==> config.mk <==
export PLATFORM = sky130hd
export DESIGN_NAME = lcd_pwr_seq
export DESIGN_NICKNAME = d
export VERILOG_FILES = /design/src/rtl/lcdseq_pkg.sv /design/src/rtl/lcdseq_stage_fsm.sv /design/src/rtl/lcdseq_gate.sv /design/src/rtl/lcd_pwr_seq.sv
export SDC_FILE = /design/constraint.sdc
export NUM_CORES = 1
export LEC_CHECK = 0
export BUFFER_PORTS_ARGS = -buffer_cell sky130_fd_sc_hd__buf_2
export CORE_MARGIN = 8
export CORE_UTILIZATION = 37
export DETAILED_ROUTE_END_ITERATION = 10
export PLACE_DENSITY = 0.84
export SYNTH_ARGS = -nofsm -noshare
export SYNTH_HDL_FRONTEND = slang
export SYNTH_HIERARCHICAL = 1
export SYNTH_SLANG_ARGS = --single-unit
==> constraint.sdc <==
create_clock -name clk -period 1.2 [get_ports clk]
set_clock_uncertainty 0.15 [all_clocks]
set_input_delay 0.06 -clock clk [delete_from_list [all_inputs] [get_ports clk]]
set_output_delay 0.06 -clock clk [all_outputs]
set_load 0.05 [all_outputs]
==> src/rtl/lcdseq_pkg.sv <==
package lcdseq_pkg;

    typedef enum logic [1:0] {
        STG_OFF  = 2'd0,
        STG_CTRL = 2'd1,
        STG_FULL = 2'd2
    } stage_e;

    typedef struct packed {
        logic line_clk;
        logic pix_clk;
        logic frame_clk;
        logic ac_bias;
        logic line_end;
    } ctl_sig_t;

    localparam int CTL_W = $bits(ctl_sig_t);

    // Move at most one stage per cycle toward the stage the bits ask for.
    function automatic stage_e step_stage(stage_e cur, logic en, logic pwr);
        stage_e nxt;
        unique case (cur)
            STG_OFF:  nxt = en ? STG_CTRL : STG_OFF;
            STG_CTRL: nxt = !en ? STG_OFF : (pwr ? STG_FULL : STG_CTRL);
            STG_FULL: nxt = (en && pwr) ? STG_FULL : STG_CTRL;
            default:  nxt = STG_OFF;
        endcase
        return nxt;
    endfunction

endpackage

==> src/rtl/lcdseq_stage_fsm.sv <==
module lcdseq_stage_fsm
    import lcdseq_pkg::*;
(
    input  logic   clk,
    input  logic   rst,
    input  logic   en,
    input  logic   pwr,
    output stage_e stage_q
);

    always_ff @(posedge clk) begin
        if (rst) stage_q <= STG_OFF;
        else     stage_q <= step_stage(stage_q, en, pwr);
    end

    p_no_skip_up_r6: assert property (@(posedge clk) disable iff (rst)
        (stage_q == STG_OFF) |=> (stage_q != STG_FULL));

    p_no_skip_down_r8: assert property (@(posedge clk) disable iff (rst)
        (stage_q == STG_FULL) |=> (stage_q != STG_OFF));

    p_en_drop_full_r8: assert property (@(posedge clk) disable iff (rst)
        (stage_q == STG_FULL && !en) |=> (stage_q == STG_CTRL));

    p_pwr_alone_off_r5: assert property (@(posedge clk) disable iff (rst)
        (stage_q == STG_OFF && !en) |=> (stage_q == STG_OFF));

    p_legal_code_r9: assert property (@(posedge clk) disable iff (rst)
        (stage_q != 2'd3));

endmodule

==> src/rtl/lcdseq_gate.sv <==
module lcdseq_gate #(
    parameter int WIDTH = 1
) (
    input  logic             clk,
    input  logic             rst,
    input  logic             open,
    input  logic [WIDTH-1:0] din,
    output logic [WIDTH-1:0] dout
);

    for (genvar i = 0; i < WIDTH; i++) begin : g_bit
        always_ff @(posedge clk) begin
            if (rst) dout[i] <= 1'b0;
            else     dout[i] <= din[i] & open;
        end
    end

endmodule

==> src/rtl/lcd_pwr_seq.sv <==
module lcd_pwr_seq
    import lcdseq_pkg::*;
#(
    parameter int DATA_W = 24
) (
    input  logic              clk,
    input  logic              rst,
    input  logic              ctl_en,
    input  logic              pwr_req,
    input  logic              line_clk_i,
    input  logic              pix_clk_i,
    input  logic              frame_clk_i,
    input  logic              ac_bias_i,
    input  logic              line_end_i,
    input  logic [DATA_W-1:0] data_i,
    output logic              line_clk_o,
    output logic              pix_clk_o,
    output logic              frame_clk_o,
    output logic              ac_bias_o,
    output logic              line_end_o,
    output logic [DATA_W-1:0] data_o,
    output logic              panel_pwr_o,
    output logic [1:0]        stage_o
);

    stage_e   stage_q;
    ctl_sig_t ctl_raw, ctl_gated;
    logic     ctl_open, data_open;

    lcdseq_stage_fsm u_fsm (
        .clk     (clk),
        .rst     (rst),
        .en      (ctl_en),
        .pwr     (pwr_req),
        .stage_q (stage_q)
    );

    assign ctl_open  = (stage_q != STG_OFF);
    assign data_open = (stage_q == STG_FULL);

    assign ctl_raw = '{line_clk:  line_clk_i,  pix_clk:  pix_clk_i,
                       frame_clk: frame_clk_i, ac_bias:  ac_bias_i,
                       line_end:  line_end_i};

    lcdseq_gate #(.WIDTH(CTL_W)) u_ctl_gate (
        .clk  (clk),
        .rst  (rst),
        .open (ctl_open),
        .din  (ctl_raw),
        .dout (ctl_gated)
    );

    lcdseq_gate #(.WIDTH(DATA_W)) u_data_gate (
        .clk  (clk),
        .rst  (rst),
        .open (data_open),
        .din  (data_i),
        .dout (data_o)
    );

    always_ff @(posedge clk) begin
        if (rst) panel_pwr_o <= 1'b0;
        else     panel_pwr_o <= data_open;
    end

    assign line_clk_o  = ctl_gated.line_clk;
    assign pix_clk_o   = ctl_gated.pix_clk;
    assign frame_clk_o = ctl_gated.frame_clk;
    assign ac_bias_o   = ctl_gated.ac_bias;
    assign line_end_o  = ctl_gated.line_end;
    assign stage_o     = stage_q;

    p_data_needs_power_r4: assert property (@(posedge clk) disable iff (rst)
        (data_o != '0) |-> panel_pwr_o);

    p_power_off_before_ctl_r8: assert property (@(posedge clk) disable iff (rst)
        $fell(panel_pwr_o) |-> ($past(stage_q) == STG_CTRL));

    p_ctl_quiet_when_off_r1: assert property (@(posedge clk) disable iff (rst)
        (stage_q == STG_OFF && $past(stage_q) == STG_OFF) |-> (ctl_gated == '0 && !panel_pwr_o));

endmodule

==> results.json, run 1 <==
{
  "hold_path.startpoint": "rst",
  "dp.cells": 169,
  "total_power_w": 0.00195,
  "vias": 934,
  "drv_cap": 0,
  "insertion_delay_ns": 0.32,
  "path_common_cell": "buf_6",
  "yosys.area_share.simple_pct": 29.4,
  "dr.pass1.iters": 4,
  "dpl.hpwl_mm": 2.00,
  "syn_to_final_growth_pct": 72.4,
  "r2r_cells": 2,
  "worstHoldPathCells": 2,
  "io_pins": 65,
  "path_clk_slew_ns": 0.09,
  "synth_top_family_by_area": "simple AND/OR/NAND/NOR gates",
  "p_int_w": 0.00151,
  "cp-start-kind": "flop",
  "min_path_type": "in2reg",
  "r2r_start": "u_fsm/stage_q[1]",
  "tightest_slew_ns": 0.440,
  "final_cells": 209,
  "power_density_mw_per_mm2": 1090,
  "cp_slowest_cell": "dfxtp_4",
  "yosys.area.top_type_share_pct": 62.0,
  "irDropWorstVdd_mv": 0.897,
  "synth_area_mm2": 0.00103,
  "clock-sinks": 32,
  "syn_avg_cell_area_um2": 13.8,
  "ys_ff_latch": 32,
  "power.share.clock_pct": 31.4,
  "status": "finished, violations left",
  "power_frac_seq_pct": 55.3,
  "track_usage_pct": 14.3,
  "gp_congestion": 0.706,
  "hold_viol": 0,
  "setup_viol": 7,
  "final_common_cell": "buf_2",
  "synth_cell_types": 14,
  "drt_iter0_markers": 64,
  "violations": "setup timing",
  "post-route-drc-count": 0,
  "critPathKind": "reg2out",
  "io_buffer_count": 64,
  "min_to": "panel_pwr_o",
  "leakagePower_nw": 0.995,
  "swShare_pct": 22.8,
  "start_util_pct": 38.1,
  "layout-drive-gt1-share_pct": 47.2,
  "die_area_mm2": 0.00474,
  "antenna_cells": 0,
  "p_sw_w": 0.000445,
  "netlist_instances": 75,
  "critical_path.max_fanout": 4,
  "ys_seq_area_share_pct": 62.0,
  "grt_pass1_vias": 1039,
  "nets": 210,
  "setup_tns_ns": -0.103,
  "yosysTopAreaCell": "dfxtp_1",
  "setup_ws_ns": -0.0570,
  "relSlewSlack_pct": 70.7,
  "antenna_found_initial": 0,
  "ant_nets": 0,
  "crit_chain": "buf_6 -> buf_6 -> buf_8",
  "synth_adder_area_share_pct": 0,
  "rsz0062_at_grt": "yes",
  "cts_tree": "yes",
  "timing.rr.end": "u_data_gate/dout[20]",
  "post_drt_wl_per_cell_um": 15.3,
  "grt_start_max_net_pins": 33,
  "dpl_worst_slack_ns": -0.209,
  "gr-total-overflow": 0,
  "grt_pass1_wl_mm": 4.90,
  "clockBufferDepth": 2,
  "yosysWarningCount": 6,
  "die_h_um": 68.9,
  "avgViaCountPerCell": 4.47,
  "yosys-top-cells-area": "dfxtp_1 62%, and3b_1 21%, buf_6 4.4%, and3b_2 3.9%, a2111oi_4 2.7%",
  "htreeDepth": 2,
  "comb_power_share_pct": 13.3,
  "cts_buffers": 5,
  "crit_family": "buffers and inverters",
  "die_x_um": 68.9,
  "slowest_delay_ns": 0.36,
  "synth-xor-area-share_pct": 0.847,
  "finalCritPeriodShare_pct": 105,
  "fp.coreArea_mm2": 0.00271,
  "path_buf_inv": 3,
  "cts-root-buf": "clkbuf_4",
  "fmax_mhz": 796,
  "finalMaxSlewViolations": 0,
  "synth_compound_area_share_pct": 3.39,
  "synth_nets": 108,
  "mostFrequentLayoutCells": "62 x buf_2, 31 x dlygate4sd3_1, 30 x dfxtp_1",
  "cp.required_ns": 0.99,
  "ff2ff_setup_slack_ns": -0.01,
  "period_minus_slack_ns": 1.26,
  "drt_wl_total_mm": 3.20,
  "num_rows": 19,
  "synthMuxAreaShare_pct": 0,
  "end_kind": "output port",
  "crit_arrival_ns": 1.05
}
==> cells by family (layout without fill, tap and decap cells) <==
kind of cell	after synthesis	count (layout)
buf+inv	4	107
flops	32	32
compound gates	2	2
simple gates	36	36
xor+xnor	1	1
==> cell type report <==
cell class | count | area [µm²]
Fill cell | 212 | 928
Timing Repair Buffer | 99 | 681
Sequential cell | 32 | 648
Multi-Input combinational cell | 39 | 355
Clock buffer | 8 | 58.8
Tap cell | 31 | 38.8
==> state kept, by name, summed over array words and instances (netlist names) <==
signal and flops:
u_ctl_gate/dout 5, u_data_gate/dout 24, u_fsm/stage_q 2, panel_pwr_o 1
==> metrics by stage <==
stage / util (%) / hold WS, ns / area, µm²
2_1_floorplan: - / -0.0347 / 1040
3_3_place_gp: 50.9 / 0.129 / 1380
3_5_place_dp: 50.9 / 0.143 / 1380
4_1_cts: 65.7 / 0.0814 / 1780
5_1_grt: 65.7 / 0.109 / 1780
6_report: 65.7 / 0.0852 / 1780
==> cell usage after synthesis, drive strengths merged <==
master	instances
dfxtp	32
and3b	29
buf	4
a2111oi	1
a21o	1
and2	1
nand2	1
nor2	1
nor2b	1
nor3	1
nor3b	1
or2	1
xnor2	1
==> worst max-delay path by stage <==
| stage | depth (start not counted) | startpoint | end |
|---|---|---|---|
| 2_1_floorplan | 3 | u_fsm/stage_q[1] | u_data_gate/dout[0] |
| 3_3_place_gp | 2 | u_fsm/stage_q[1] | u_data_gate/dout[22] |
| 3_5_place_dp | 2 | u_fsm/stage_q[1] | u_data_gate/dout[20] |
| 4_1_cts | 3 | u_fsm/stage_q[1] | stage_o[1] |
| 5_1_grt | 3 | u_fsm/stage_q[1] | stage_o[1] |
| 6_report | 3 | u_fsm/stage_q[1] | stage_o[1] |
==> metal layers <==
metal | track usage, % | vias to the layer above | part of all wire (%)
li1 | - | 463 | -
met1 | 14.0 | 430 | 34
met2 | 26.2 | 35 | 58
met3 | 4.85 | 6 | 7.3
met4 | 6.77 | 0 | 1.4
met5 | 0 | - | 0
==> power by group through the flow <==
stage | sequential (W) | combinational, W | clock [W]
after floorplan | 0.00115 | 0.0000477 | 0
final | 0.00108 | 0.000259 | 0.000612
after global routing | 0.00108 | 0.000276 | 0.000698
after global placement | 0.00110 | 0.000165 | 0
after detailed placement | 0.00110 | 0.000170 | 0
after CTS | 0.00108 | 0.000254 | 0.000635
==> repair_timing <==
item,CTS,global route
endpoints found under the hold margin,31,0
endpoints found under the setup margin,31,32
resized for setup,6,1
setup buffers,1,0
hold buffers,31,0
pin swaps,1,9
No activity file was read; power rests on OpenSTA's default activity.
==> run 2: changes to the inputs <==
--- a/config.mk
+++ b/config.mk
@@ -5,11 +5,12 @@
 export SDC_FILE = /design/constraint.sdc
 export NUM_CORES = 1
 export LEC_CHECK = 0
+export ABC_AREA = 1
 export BUFFER_PORTS_ARGS = -buffer_cell sky130_fd_sc_hd__buf_2
 export CORE_MARGIN = 8
-export CORE_UTILIZATION = 37
+export CORE_UTILIZATION = 36
 export DETAILED_ROUTE_END_ITERATION = 10
-export PLACE_DENSITY = 0.84
+export PLACE_DENSITY = 0.82
 export SYNTH_ARGS = -nofsm -noshare
 export SYNTH_HDL_FRONTEND = slang
 export SYNTH_HIERARCHICAL = 1
==> results.json, run 2 <==
{
  "status": "complete, no violations",
  "gr-total-overflow": 0,
  "finalMaxSlewViolations": 0,
  "period_minus_slack_ns": 1.15,
  "fmax_mhz": 870,
  "dpl_worst_slack_ns": 0.133,
  "synth_nets": 145,
  "die_h_um": 69.3,
  "fillerInstances": 212,
  "insertion_delay_ns": 0.32,
  "cts-root-buf": "clkbuf_4",
  "largest_register_ff_count": 24,
  "fp.coreArea_mm2": 0.00273,
  "setup_viol": 0,
  "design_area_mm2": 0.00182,
  "synth_common_cells": "34 x nand2_1, 32 x dfxtp_1, 21 x nor2_2, 12 x nor2_1, 5 x inv_1",
  "clock-sinks": 32,
  "vias": 1021,
  "cts_setup_buffers": 0,
  "ant_nets": 0,
  "dpl.hpwl_mm": 1.94,
  "setup_tns_ns": 0,
  "async_reset_ff_share_pct": 0,
  "slowest_delay_ns": 0.38,
  "total_power_w": 0.00223,
  "cts_tree": "yes",
  "tightest_slew_ns": 0.267,
  "io_buffer_count": 64,
  "nets": 246,
  "antenna_found_initial": 2,
  "final_common_cell": "buf_2",
  "yosysMostFrequentCell": "nand2_1",
  "path_buf_inv": 1,
  "netlist_instances": 112,
  "yosys.area.top_type_share_pct": 62.7,
  "grt_pass1_wl_mm": 5.11,
  "grt_pass1_vias": 1113,
  "drt_iter0_markers": 46,
  "multi_input_area_um2": 320,
  "placed_area_mm2": 0.00139,
  "cp-start-kind": "flop",
  "cp_slowest_cell": "dfxtp_4",
  "post_drt_wl_per_cell_um": 12.5,
  "drv_cap": 0,
  "crit_arrival_ns": 0.94,
  "crit_family": "flip-flops",
  "crit_chain": "clkbuf_4",
  "drt_wl_total_mm": 3.11,
  "layout-drive-gt1-share_pct": 46.3,
  "ys_seq_area_share_pct": 62.7,
  "ys.flop_type": "dfxtp_1",
  "end_kind": "output port",
  "syn_avg_cell_area_um2": 9.12,
  "synth_area_mm2": 0.00102,
  "rsz0062_at_grt": "no",
  "mostFrequentLayoutCells": "62 x buf_2, 34 x nand2_1, 32 x dlygate4sd3_1",
  "finalCritPeriodShare_pct": 95.7,
  "avgViaCountPerCell": 4.12,
  "grt_start_max_net_pins": 25,
  "relSlewSlack_pct": 82.3,
  "yosysWarningCount": 6,
  "hold_viol": 0,
  "critPathLaunch": "u_fsm/stage_q[1]",
  "power_density_mw_per_mm2": 1230,
  "top_register": "u_data_gate/dout",
  "seqCellArea_um2": 648,
  "yosysTopAreaCell": "dfxtp_1",
  "cp.required_ns": 0.99,
  "dr.pass1.iters": 4,
  "clockBufferDepth": 2,
  "synth_cell_types": 11,
  "post-route-drc-count": 0,
  "leakagePower_nw": 0.888,
  "yosys-top-cells-area": "dfxtp_1 63%, nor2_2 13%, nand2_1 13%, nor2_1 4.4%, buf_6 2.2%",
  "die_x_um": 69.3,
  "cts_buffers": 5,
  "io_pins": 65,
  "r2r_start": "u_fsm/stage_q[0]",
  "min_path_type": "in2reg",
  "irDropWorstVdd_mv": 1.28,
  "track_usage_pct": 13.2,
  "num_rows": 19,
  "htreeDepth": 2,
  "setup_ws_ns": 0.0512,
  "start_util_pct": 37.3,
  "synth_edf_count": 0,
  "reg_top3": "u_data_gate/dout x24, u_ctl_gate/dout x5, u_fsm/stage_q x2",
  "hold_path.startpoint": "data_i[22]",
  "critPathKind": "reg2out",
  "path_clk_slew_ns": 0.09,
  "syn_to_final_growth_pct": 78.1,
  "gp_congestion": 0.717,
  "die_area_mm2": 0.00480,
  "critical_path.max_fanout": 6,
  "ys_ff_latch": 32
}
## run 2: report_power, final
part	switching, W	internal (W)	total [W]
sequential	0.00000596	0.00107	0.00108
clock	0.000340	0.000553	0.000893
combinational	0.000128	0.000134	0.000262
total	0.000473	0.00176	0.00223
## run 2: routing by layer
metal / track usage (%) / up-vias / routed length [µm] / share of wire, %
li1: - / 536 / - / -
met1: 10.9 / 430 / 1090 / 35
met2: 24.4 / 45 / 1720 / 55
met3: 4.15 / 10 / 199 / 6.4
met4: 11.6 / 0 / 94 / 3.0
met5: 0 / - / 0 / 0
## run 2: stage by stage
step / hold slack (ns) / utilization, % / std cells
final: 0.340 / 66.5 / 248
after global placement: 0.126 / 50.8 / 205
after global routing: 0.357 / 66.4 / 247
after CTS: 0.321 / 66.0 / 245
after floorplan: -0.0231 / - / 112
after detailed placement: 0.132 / 50.8 / 205
## run 2: layout make-up
type,instances,area share [%]
flip-flops and latches,32,35.7
multi-input cells,70,17.6
inverters,6,1.24
diodes,3,0.413
clock inverters,1,1.65
repair buffers,98,37.7
well taps,31,2.13
clock buffers,7,3.58
## run 2: timing repair
item	4_1_cts	5_1_grt
hold buffers	32	0
setup endpoints to repair	0	2
resized for setup	0	2
hold endpoints to repair	32	0
## run 2: final timing paths
| kind | endpoint | slack [ns] | cells past startpoint |
|---|---|---|---|
| worst max register to register | u_data_gate/dout[7] | 0.11 | 6 |
| worst max-delay path | stage_o[1] | 0.05 | 1 |
| worst min-delay path | u_data_gate/dout[22] | 0.34 | 4 |
| worst min register to register | panel_pwr_o | 0.36 | 2 |
## run 2: worst register-to-register path, cell delays in order (launching register included)
cell,delay [ns]
dfxtp_4,0.36
inv_2,0.06
nand2_2,0.05
inv_1,0.09
buf_12,0.16
nand2_1,0.08
nor2_2,0.09
## run 2: cell families after synthesis
group / Yosys count / share of synthesized area [%]
AND/OR/NAND/NOR: 70 / 31.4
flip-flops: 32 / 62.7
buffers and inverters: 10 / 5.88
